--- config.mk ---
export PLATFORM = sky130hd
export DESIGN_NAME = grad_engine
export DESIGN_NICKNAME = d
export VERILOG_FILES = /design/src/rtl/grad_pkg.sv /design/src/rtl/grad_ctrl.sv /design/src/rtl/grad_linebuf.sv /design/src/rtl/grad_kernel.sv /design/src/rtl/grad_engine.sv
export SDC_FILE = /design/constraint.sdc
export NUM_CORES = 2
export LEC_CHECK = 0
export ABC_AREA = 1
export ABC_CLOCK_PERIOD_IN_PS = 15900
export BUFFER_PORTS_ARGS = -buffer_cell sky130_fd_sc_hd__buf_2
export CAP_MARGIN = 40
export CORE_AREA = 3 3 463 465
export DETAILED_ROUTE_END_ITERATION = 16
export DIE_AREA = 0 0 466 468
export SYNTH_ARGS = -nofsm -noshare
export SYNTH_HDL_FRONTEND = slang
export SYNTH_HIERARCHICAL = 1
export SYNTH_SLANG_ARGS = --single-unit
--- constraint.sdc ---
create_clock -name clk -period 15.9 [get_ports clk]
set_input_delay 4.77 -clock clk [delete_from_list [all_inputs] [get_ports clk]]
set_output_delay 4.77 -clock clk [all_outputs]
set_load 0.1 [all_outputs]
--- src/rtl/grad_pkg.sv ---
`timescale 1ns/1ps
package grad_pkg;

    localparam int PIX_W  = 8;
    localparam int DIFF_W = PIX_W + 1;
    localparam int MAG_W  = PIX_W + 2;

    typedef logic [PIX_W-1:0]         pix_t;
    typedef logic signed [DIFF_W-1:0] diff_t;
    typedef logic [MAG_W-1:0]         mag_t;

    typedef enum logic [1:0] {
        ST_IDLE  = 2'd0,
        ST_FILL  = 2'd1,
        ST_RUN   = 2'd2,
        ST_FLUSH = 2'd3
    } grad_state_e;

    // neighbours of the pixel whose result is being formed
    typedef struct packed {
        pix_t up;
        pix_t down;
        pix_t left;
        pix_t right;
    } nbr_t;

    function automatic mag_t abs_sum(diff_t a, diff_t b);
        logic signed [MAG_W:0] s;
        s = {{(MAG_W + 1 - DIFF_W){a[DIFF_W-1]}}, a}
          + {{(MAG_W + 1 - DIFF_W){b[DIFF_W-1]}}, b};
        if (s[MAG_W]) begin
            s = -s;
        end
        return s[MAG_W-1:0];
    endfunction

endpackage

--- src/rtl/grad_ctrl.sv ---
`timescale 1ns/1ps
module grad_ctrl
    import grad_pkg::*;
#(
    parameter int IMG_W = 64,
    parameter int IMG_H = 128,
    localparam int CW = $clog2(IMG_W),
    localparam int RW = $clog2(IMG_H)
) (
    input  logic        clk,
    input  logic        rst_n,
    input  logic        in_valid,
    input  logic        in_sof,
    output grad_state_e state_o,
    output logic        wr_en_o,
    output logic [CW-1:0] col_o,
    output logic        flush_o,
    output logic        emit_o,
    output logic        top_row_o
);

    grad_state_e   state_q, state_d;
    logic [CW-1:0] col_q;
    logic [RW-1:0] row_q;
    logic          sof_take, pix_take, col_last, row_last;

    assign sof_take = in_valid && in_sof && (state_q != ST_FLUSH);
    assign pix_take = in_valid && !in_sof &&
                      ((state_q == ST_FILL) || (state_q == ST_RUN));
    assign col_last = (col_q == CW'(IMG_W - 1));
    assign row_last = (row_q == RW'(IMG_H - 1));

    // next-state decision
    always_comb begin
        state_d = state_q;
        unique case (state_q)
            ST_IDLE: begin
                if (sof_take) state_d = ST_FILL;
            end
            ST_FILL: begin
                if (sof_take)                  state_d = ST_FILL;
                else if (pix_take && col_last) state_d = ST_RUN;
            end
            ST_RUN: begin
                if (sof_take)                              state_d = ST_FILL;
                else if (pix_take && col_last && row_last) state_d = ST_FLUSH;
            end
            ST_FLUSH: begin
                if (col_last) state_d = ST_IDLE;
            end
            default: state_d = ST_IDLE;
        endcase
    end

    // state register
    always_ff @(posedge clk or negedge rst_n) begin
        if (!rst_n) state_q <= ST_IDLE;
        else        state_q <= state_d;
    end

    // position counters
    always_ff @(posedge clk or negedge rst_n) begin
        if (!rst_n) begin
            col_q <= '0;
            row_q <= '0;
        end else if (sof_take) begin
            col_q <= CW'(1);
            row_q <= '0;
        end else if (pix_take || (state_q == ST_FLUSH)) begin
            if (col_last) begin
                col_q <= '0;
                if (!row_last && (state_q != ST_FLUSH)) row_q <= row_q + RW'(1);
            end else begin
                col_q <= col_q + CW'(1);
            end
        end
    end

    // outputs
    always_comb begin
        state_o   = state_q;
        flush_o   = (state_q == ST_FLUSH);
        wr_en_o   = sof_take || pix_take || flush_o;
        col_o     = sof_take ? '0 : col_q;
        emit_o    = (pix_take && (state_q == ST_RUN)) || flush_o;
        top_row_o = (state_q == ST_RUN) && (row_q == RW'(1));
    end

endmodule

--- src/rtl/grad_linebuf.sv ---
`timescale 1ns/1ps
module grad_linebuf
    import grad_pkg::*;
#(
    parameter int IMG_W = 64,
    localparam int CW = $clog2(IMG_W)
) (
    input  logic          clk,
    input  logic          rst_n,
    input  logic          wr_en,
    input  logic [CW-1:0] col,
    input  pix_t          wr_data,
    output pix_t          up_o,
    output pix_t          left_o,
    output pix_t          right_o
);

    // prev_q: row being emitted (newer row), old_q: row above it.
    pix_t prev_q [IMG_W];
    pix_t old_q  [IMG_W];

    logic [CW-1:0] lcol, rcol;

    assign lcol = col - CW'(1);
    assign rcol = col + CW'(1);

    always_ff @(posedge clk or negedge rst_n) begin
        if (!rst_n) begin
            for (int i = 0; i < IMG_W; i++) begin
                prev_q[i] <= '0;
                old_q[i]  <= '0;
            end
        end else if (wr_en) begin
            old_q[col]  <= prev_q[col];
            prev_q[col] <= wr_data;
        end
    end

    // left column has already shifted into old_q this row; right has not
    always_comb begin
        up_o    = old_q[col];
        left_o  = (col == '0) ? '0 : old_q[lcol];
        right_o = (col == CW'(IMG_W - 1)) ? '0 : prev_q[rcol];
    end

endmodule

--- src/rtl/grad_kernel.sv ---
`timescale 1ns/1ps
module grad_kernel
    import grad_pkg::*;
(
    input  logic  clk,
    input  logic  rst_n,
    input  logic  emit,
    input  logic  top_row,
    input  nbr_t  nbr,
    output logic  out_valid,
    output diff_t out_gx,
    output diff_t out_gy,
    output mag_t  out_mag
);

    pix_t  up_eff;
    diff_t gx_c, gy_c;
    mag_t  mag_c;

    always_comb begin
        up_eff = top_row ? '0 : nbr.up;
        gx_c   = $signed({1'b0, nbr.down})  - $signed({1'b0, up_eff});
        gy_c   = $signed({1'b0, nbr.right}) - $signed({1'b0, nbr.left});
        mag_c  = abs_sum(gx_c, gy_c);
    end

    always_ff @(posedge clk or negedge rst_n) begin
        if (!rst_n) begin
            out_valid <= 1'b0;
            out_gx    <= '0;
            out_gy    <= '0;
            out_mag   <= '0;
        end else begin
            out_valid <= emit;
            if (emit) begin
                out_gx  <= gx_c;
                out_gy  <= gy_c;
                out_mag <= mag_c;
            end
        end
    end

endmodule

--- src/rtl/grad_engine.sv ---
`timescale 1ns/1ps
module grad_engine
    import grad_pkg::*;
#(
    parameter int IMG_W = 64,
    parameter int IMG_H = 128
) (
    input  logic              clk,
    input  logic              rst_n,
    input  logic              in_valid,
    input  logic              in_sof,
    input  logic [7:0]        in_pix,
    output logic              out_valid,
    output logic signed [8:0] out_gx,
    output logic signed [8:0] out_gy,
    output logic [9:0]        out_mag
);

    localparam int CW = $clog2(IMG_W);

    grad_state_e   state_w;
    logic          wr_en, flush, emit, top_row;
    logic [CW-1:0] col;
    pix_t          wr_data, up, left, right;
    nbr_t          nbr;

    grad_ctrl #(.IMG_W(IMG_W), .IMG_H(IMG_H)) u_ctrl (
        .clk       (clk),
        .rst_n     (rst_n),
        .in_valid  (in_valid),
        .in_sof    (in_sof),
        .state_o   (state_w),
        .wr_en_o   (wr_en),
        .col_o     (col),
        .flush_o   (flush),
        .emit_o    (emit),
        .top_row_o (top_row)
    );

    // the row below the last one is zero
    assign wr_data = flush ? '0 : in_pix;

    grad_linebuf #(.IMG_W(IMG_W)) u_lb (
        .clk     (clk),
        .rst_n   (rst_n),
        .wr_en   (wr_en),
        .col     (col),
        .wr_data (wr_data),
        .up_o    (up),
        .left_o  (left),
        .right_o (right)
    );

    always_comb begin
        nbr.up    = up;
        nbr.down  = wr_data;
        nbr.left  = left;
        nbr.right = right;
    end

    grad_kernel u_kern (
        .clk       (clk),
        .rst_n     (rst_n),
        .emit      (emit),
        .top_row   (top_row),
        .nbr       (nbr),
        .out_valid (out_valid),
        .out_gx    (out_gx),
        .out_gy    (out_gy),
        .out_mag   (out_mag)
    );

endmodule

======== Yosys cells after proc, flatten, opt, wreduce, memory -nomap -nowiden ========
Index checks and enable logic that the tools add are counted.
storage, ports and cells
  register bits after elaboration ......... 1068
  output and inout port bits .............. 29
  input bits .............................. 12
operators by class
  reductions and logical operators ........ 24
  magnitude comparators ................... 4
  bitwise logic cells ..................... 3
  add/subtract/negate cells ............... 8
  mux-type cells .......................... 36
  equal/unequal tests ..................... 12
operators with widths
  cell                   number
  $bwmux W512            2
  $bmux W8 S6            4
  $mux W8                13
  $demux W8 S6           1
  $mux W7                4
  $mux W6                4
  $ge A7 B7 Y1 const B   3
  $not A6 Y7             3
  $sub A8 B8 Y9          2
  $add A6 B1 Y6 const B  2
  $eq A6 B6 Y1 const B   2
  $mux W2                6
  $add A9 B9 Y10         1
  $logic_and A1 B1 Y1    10
  $mux W10               1
  $neg A10 Y10           1
  $pmux W2 S4            1
  $add A7 B1 Y7 const B  1
  $eq A7 B1 Y1 const B   1
  $eq A7 B7 Y1 const B   1
  $lt A7 B1 Y1 const B   1
  $logic_not A6 Y1       1
  $reduce_bool A2 Y1     3
  $sub A6 B1 Y6 const B  1
  other kinds (11)       18

======== Longest topological paths before layout ========
  depth in word-level cells ............... 13
  gate-level depth with buffers ........... 42
  depth with buffers taken out ............ 37

======== Modules after synthesis ========
Netlist, hierarchy kept.
modules (own cells, without submodules)
  module        sequential area each (µm²)  cells an instance  instances  area an instance (µm²)
  grad_linebuf  25624.6                     8967               1          59465.8
  grad_kernel   725.7                       356                1          2471.1
  grad_ctrl     375.4                       157                1          1107.3
  grad_engine   0.0                         17                 1          71.3

======== Worst setup path after synthesis ========
Ideal clock, no wire load.
  path type ............................... input-to-reg
  start ................................... in in_valid
  end ..................................... reg u_kern.out_mag[6]
  required time ........................... 15780 ps
  cell stages on the path ................. 40
  data arrival time ....................... 9921 ps
  setup slack ............................. 5859 ps
  setup time .............................. 120 ps
  path through ............................ nand2_1 -> nor2_2 -> buf_2 -> nor2_1 -> buf_4 -> inv_2 -> buf_2 -> buf_2 -> buf_2 -> ha_1 -> buf_2 -> clkbuf_1 -> clkbuf_1 -> o211ai_1 -> nand3_1 -> nand3_1 -> nand3_1 -> nand3_1 -> (+4 left out) -> fa_1 -> nand3_1 -> nand3_1 -> a21oi_1 -> o21bai_1 -> xor2_1 -> inv_1 -> ha_1 -> nand2_1 -> nor3_1 -> nand2_2 -> nand3_2 -> nand2_2 -> nand2_4 -> buf_6 -> nand3_1 -> nand3_1 -> nand2_1
on the way
  cells in the longest elaborated chain, start to end .. 13
ends and longest elaborated chain
  item                                         RTL line            text
  start, declared                              grad_engine.sv:10   input logic in_valid,
  $logic_and A1 B1 Y1 (*) (2 in series)        grad_ctrl.sv:27     assign sof_take = in_valid && in_sof && (state_q != ST_FLUSH);
  $mux W6 (*)                                  grad_ctrl.sv:84     col_o = sof_take ? '0 : col_q;
  net col[0]                                   grad_engine.sv:23   logic [CW-1:0] col;
  $add A6 B1 Y6                                grad_linebuf.sv:25  assign rcol = col + CW'(1);
  $not A6 Y7 (implied by the code)             grad_linebuf.sv:43  right_o = (col == CW'(IMG_W - 1)) ? '0 : prev_q[rcol];
  $bmux W8 S6                                  grad_linebuf.sv:43
  $mux W8 (implied by the code) (2 in series)  grad_linebuf.sv:43
  $mux W8 (*)                                  grad_linebuf.sv:43
  net right[0]                                 grad_engine.sv:24   pix_t wr_data, up, left, right;
  $sub A8 B8 Y9 (*)                            grad_kernel.sv:23   gy_c = $signed({1'b0, nbr.right}) - $signed({1'b0, nbr.left});
  net u_kern.gy_c[6]                           grad_kernel.sv:17   diff_t gx_c, gy_c;
  $add A9 B9 Y10 (*)                           grad_pkg.sv:30      + {{(MAG_W + 1 - DIFF_W){b[DIFF_W-1]}}, b};
  $neg A10 Y10                                 grad_pkg.sv:32      s = -s;
  $mux W10 (*)                                 grad_pkg.sv:31      if (s[MAG_W]) begin
  end signal, assigned                         grad_kernel.sv:38   out_mag <= mag_c;
  end, declared                                grad_kernel.sv:13   output mag_t out_mag
The timed path passes the listed nets; every way through them passes the cells marked *. The select of a mux whose other input is x is not followed.
A chain may end at the register's enable or synchronous reset.

======== Worst setup path after layout ========
  start ................................... in in_valid
  end ..................................... reg u_kern.out_mag[8]
Same word-level chain as after synthesis.

==> results.md <==
- Comb pwr share: 55.6%
- Largest net degree at the start of global routing: 253
- Yosys reg bits: 1068
- Clk slew on worst S/H paths: 50 ps
- Mapped Nets: 9548
- Worst reg2reg path depth: 35
- Antenna violations before repair: 11
- Crit path max fanout: 41
- Via count: 63.8k
- Unique masters post-synth: 47
- Most used flip-flop cell after synthesis: dfrtp_1
- Post-synth top area cell: dfrtp_1
- YS warnings: 6
- RSZ-0062 raised after global routing: false
- Post-CTS Setup Inserts: 0
- CP Capture Type: register
- Required time worst endpoint: 16560 ps
- Area grow syn2layout: 12.2%
- R2R Setup Slk: 7570 ps
- Die height: 468 um
- Register area share after synthesis: 42.3%
- Sw Ratio: 50.9%
- Min-Delay Path Class: reg -> reg
- Setup_tns: 0 ps
- Period minus WS final: 11290 ps
- Synth cell count leaders: nand2_1, dfrtp_1, o21ai_0, nand3_1, inv_1
- Die X: 466 um
- Cts hold-fix bufs: 0
- Max Clk Rate: 88.6 MHz
- Max-Cap Viols: 0
- CTS tree: done
- Slowest cell delay on critical path: 710 ps
- Slew @ Worst Pin: 1180 ps
- FF-to-FF End: u_kern/out_mag[8]
- GPL Wtd Cong: 0.955
- DRC viols: 0
- CTS Buffer Depth: 3
- Top post-synthesis cells by area: dfrtp_1, nand2_1, o21ai_0, nand3_1, inv_1
- Die ar.: 0.218 mm2
- Worst hold start: u_kern/out_gx[7]
- Initial drt markers: 8636
- Root Buffer: clkbuf_16
- WL met3: 29500 um
- Met1 WL: 105000 um
- Area share of the largest cell type after synthesis: 42.3%
- Hold WS: 474 ps
- Share of cells above drive strength 1: 6.39%
- Internal power: 7000 uW
- Tot GR Track Use: 23.0%
- Num CTS Buffers: 131
- CP max stage cell: inv_2
- Top routing layer used: met5
- Tcrit/Tclk final: 71.0%
- DR pass1 iterations: 7
- Routed wire per std cell: 21.2 um
- Final HPWL DP: 166000 um
- Initial Util: 30.1%
- Clock sinks: 1068
- WL final: 257000 um
- Cells after Synth: 9497
- PortBufs: 40
- Core area: 0.210 mm2
- CP most frequent cell: nand2_1
- Util after Layout: 33.7%
- Slew margin rel.: 21.1%
- Syn Area/Cell: 6.65 um2
- Async set or reset register ratio after synthesis: 100%
- # H-tree levels: 4
- DR WL met2: 110000 um
- Hold path depth: 2
- PostCTS Resize Cnt: 0
- Reg power frac: 21.8%
- Slew Limit Fails: 0
- Fin nets: 9281
- Routed Antenna Nets: 0
- First-pass GRT wire length: 383000 um
- Clk_skew: 43.5 ps
- I/O pin cnt: 41
- Crit path DAT: 11950 ps
- Latest clock arrival within the worst-skew pair: 800 ps
- P_leak: 0.0346 uW
- Clock Power Share: 22.6%
- Routed vias/inst: 5.25
- Post-synth EDFFs: 0
- PD cells: 201 mW/mm2
- Row cnt: 168
- Outcome: finished clean
- Overflow after GRT: 0
- Crit path kind: in -> reg
- Most frequent cell after synthesis: nand2_1
- Final hold vios: 0
- P_sw: 7260 uW
- Crit start category: input port
- Vias in the first global route: 59.7k
- Cell area after synthesis: 0.0631 mm2
- Final setup viols: 0
- VDD IR max: 0.191 mV
- Critical R2R Launch: u_ctrl/state_o[0]
- Hold Path End: u_kern/out_gx[7]
==> per-stage QoR <==
step,instances,setup WS (ps),area (um2),total power (uW)
6_report,12140,4610,70800,14300
5_1_grt,12136,4020,70800,15100
4_1_cts,12135,4730,70800,14100
3_5_place_dp,11902,3910,66200,10900
3_3_place_gp,11859,3600,65200,10800
2_1_floorplan,9497,5860,63100,8450
==> power by group through the flow <==
stage	clock network (uW)	registers [uW]	logic [uW]
3_5_place_dp	0	3150	7720
5_1_grt	3400	3130	8610
6_report	3220	3110	7920
2_1_floorplan	0	3360	5080
4_1_cts	3270	3110	7750
3_3_place_gp	0	3150	7630
==> per-layer routing <==
| layer | global-route usage (%) | up-vias |
|---|---|---|
| li1 | - | 29197 |
| met1 | 30.7 | 30263 |
| met2 | 34.4 | 3630 |
| met3 | 6.13 | 692 |
| met4 | 10.8 | 8 |
| met5 | 0 | - |
==> worst max-delay path: cells and delay by family <==
family | cells | cell delay (ps)
AND/OR/NAND/NOR | 22 | 2690
buffers and inverters | 7 | 2450
adder cells (fa/ha/maj) | 3 | 1200
AO/OA/AOI/OAI | 3 | 510
XOR/XNOR | 1 | 280
==> worst max path at each step <==
| stage | from | to | slack, ps | cells past startpoint |
|---|---|---|---|---|
| 6_report | in_valid | u_kern/out_mag[8] | 4610 | 36 |
| 5_1_grt | in_valid | u_kern/out_mag[8] | 4020 | 34 |
| 4_1_cts | in_valid | u_kern/out_mag[6] | 4730 | 32 |
| 3_5_place_dp | in_valid | u_kern/out_mag[4] | 3910 | 35 |
| 3_3_place_gp | in_valid | u_kern/out_mag[8] | 3600 | 32 |
| 2_1_floorplan | in_valid | u_kern/out_mag[6] | 5860 | 40 |
==> sequential cells by signal, indices dropped and copies added, names as in the netlist <==
register and count:
u_ctrl/col_q 6, u_ctrl/row_q 7, u_ctrl/state_o 2, u_kern/out_gx 9, u_kern/out_gy 9, u_kern/out_mag 10
u_kern/out_valid 1, u_lb/old_q 512, u_lb/prev_q 512
==> cell families after synthesis <==
group	Yosys count	synth area share [%]
compound gates	1307	10.9
xor+xnor	18	0.250
fa+ha+maj	39	0.809
buf+inv	1402	9.55
flops	1068	42.3
simple gates	5663	36.1
==> area by class of cell <==
class / count / area [um2]
multi-input combinational: 7027 / 30600
clock inverter: 49 / 739
timing repair buffer: 223 / 2430
inverter: 779 / 2950
clock buffer: 184 / 3860
sequential: 1068 / 26700
tap: 2805 / 3510
antenna: 5 / 12.5
fill: 22340 / 139000
==> placed cells by master, fill, tap and decap left out, types with 52 or more instances in the layout <==
cell	instances
nor2_2	54
nand3_1	804
nand2_1	4394
nor2_1	288
inv_1	741
o211ai_1	52
clkbuf_16	135
o21ai_1	162
o21ai_0	822
a21oi_1	177
buf_4	129
dfrtp_1	1068
(Power assumes the default switching activity.)
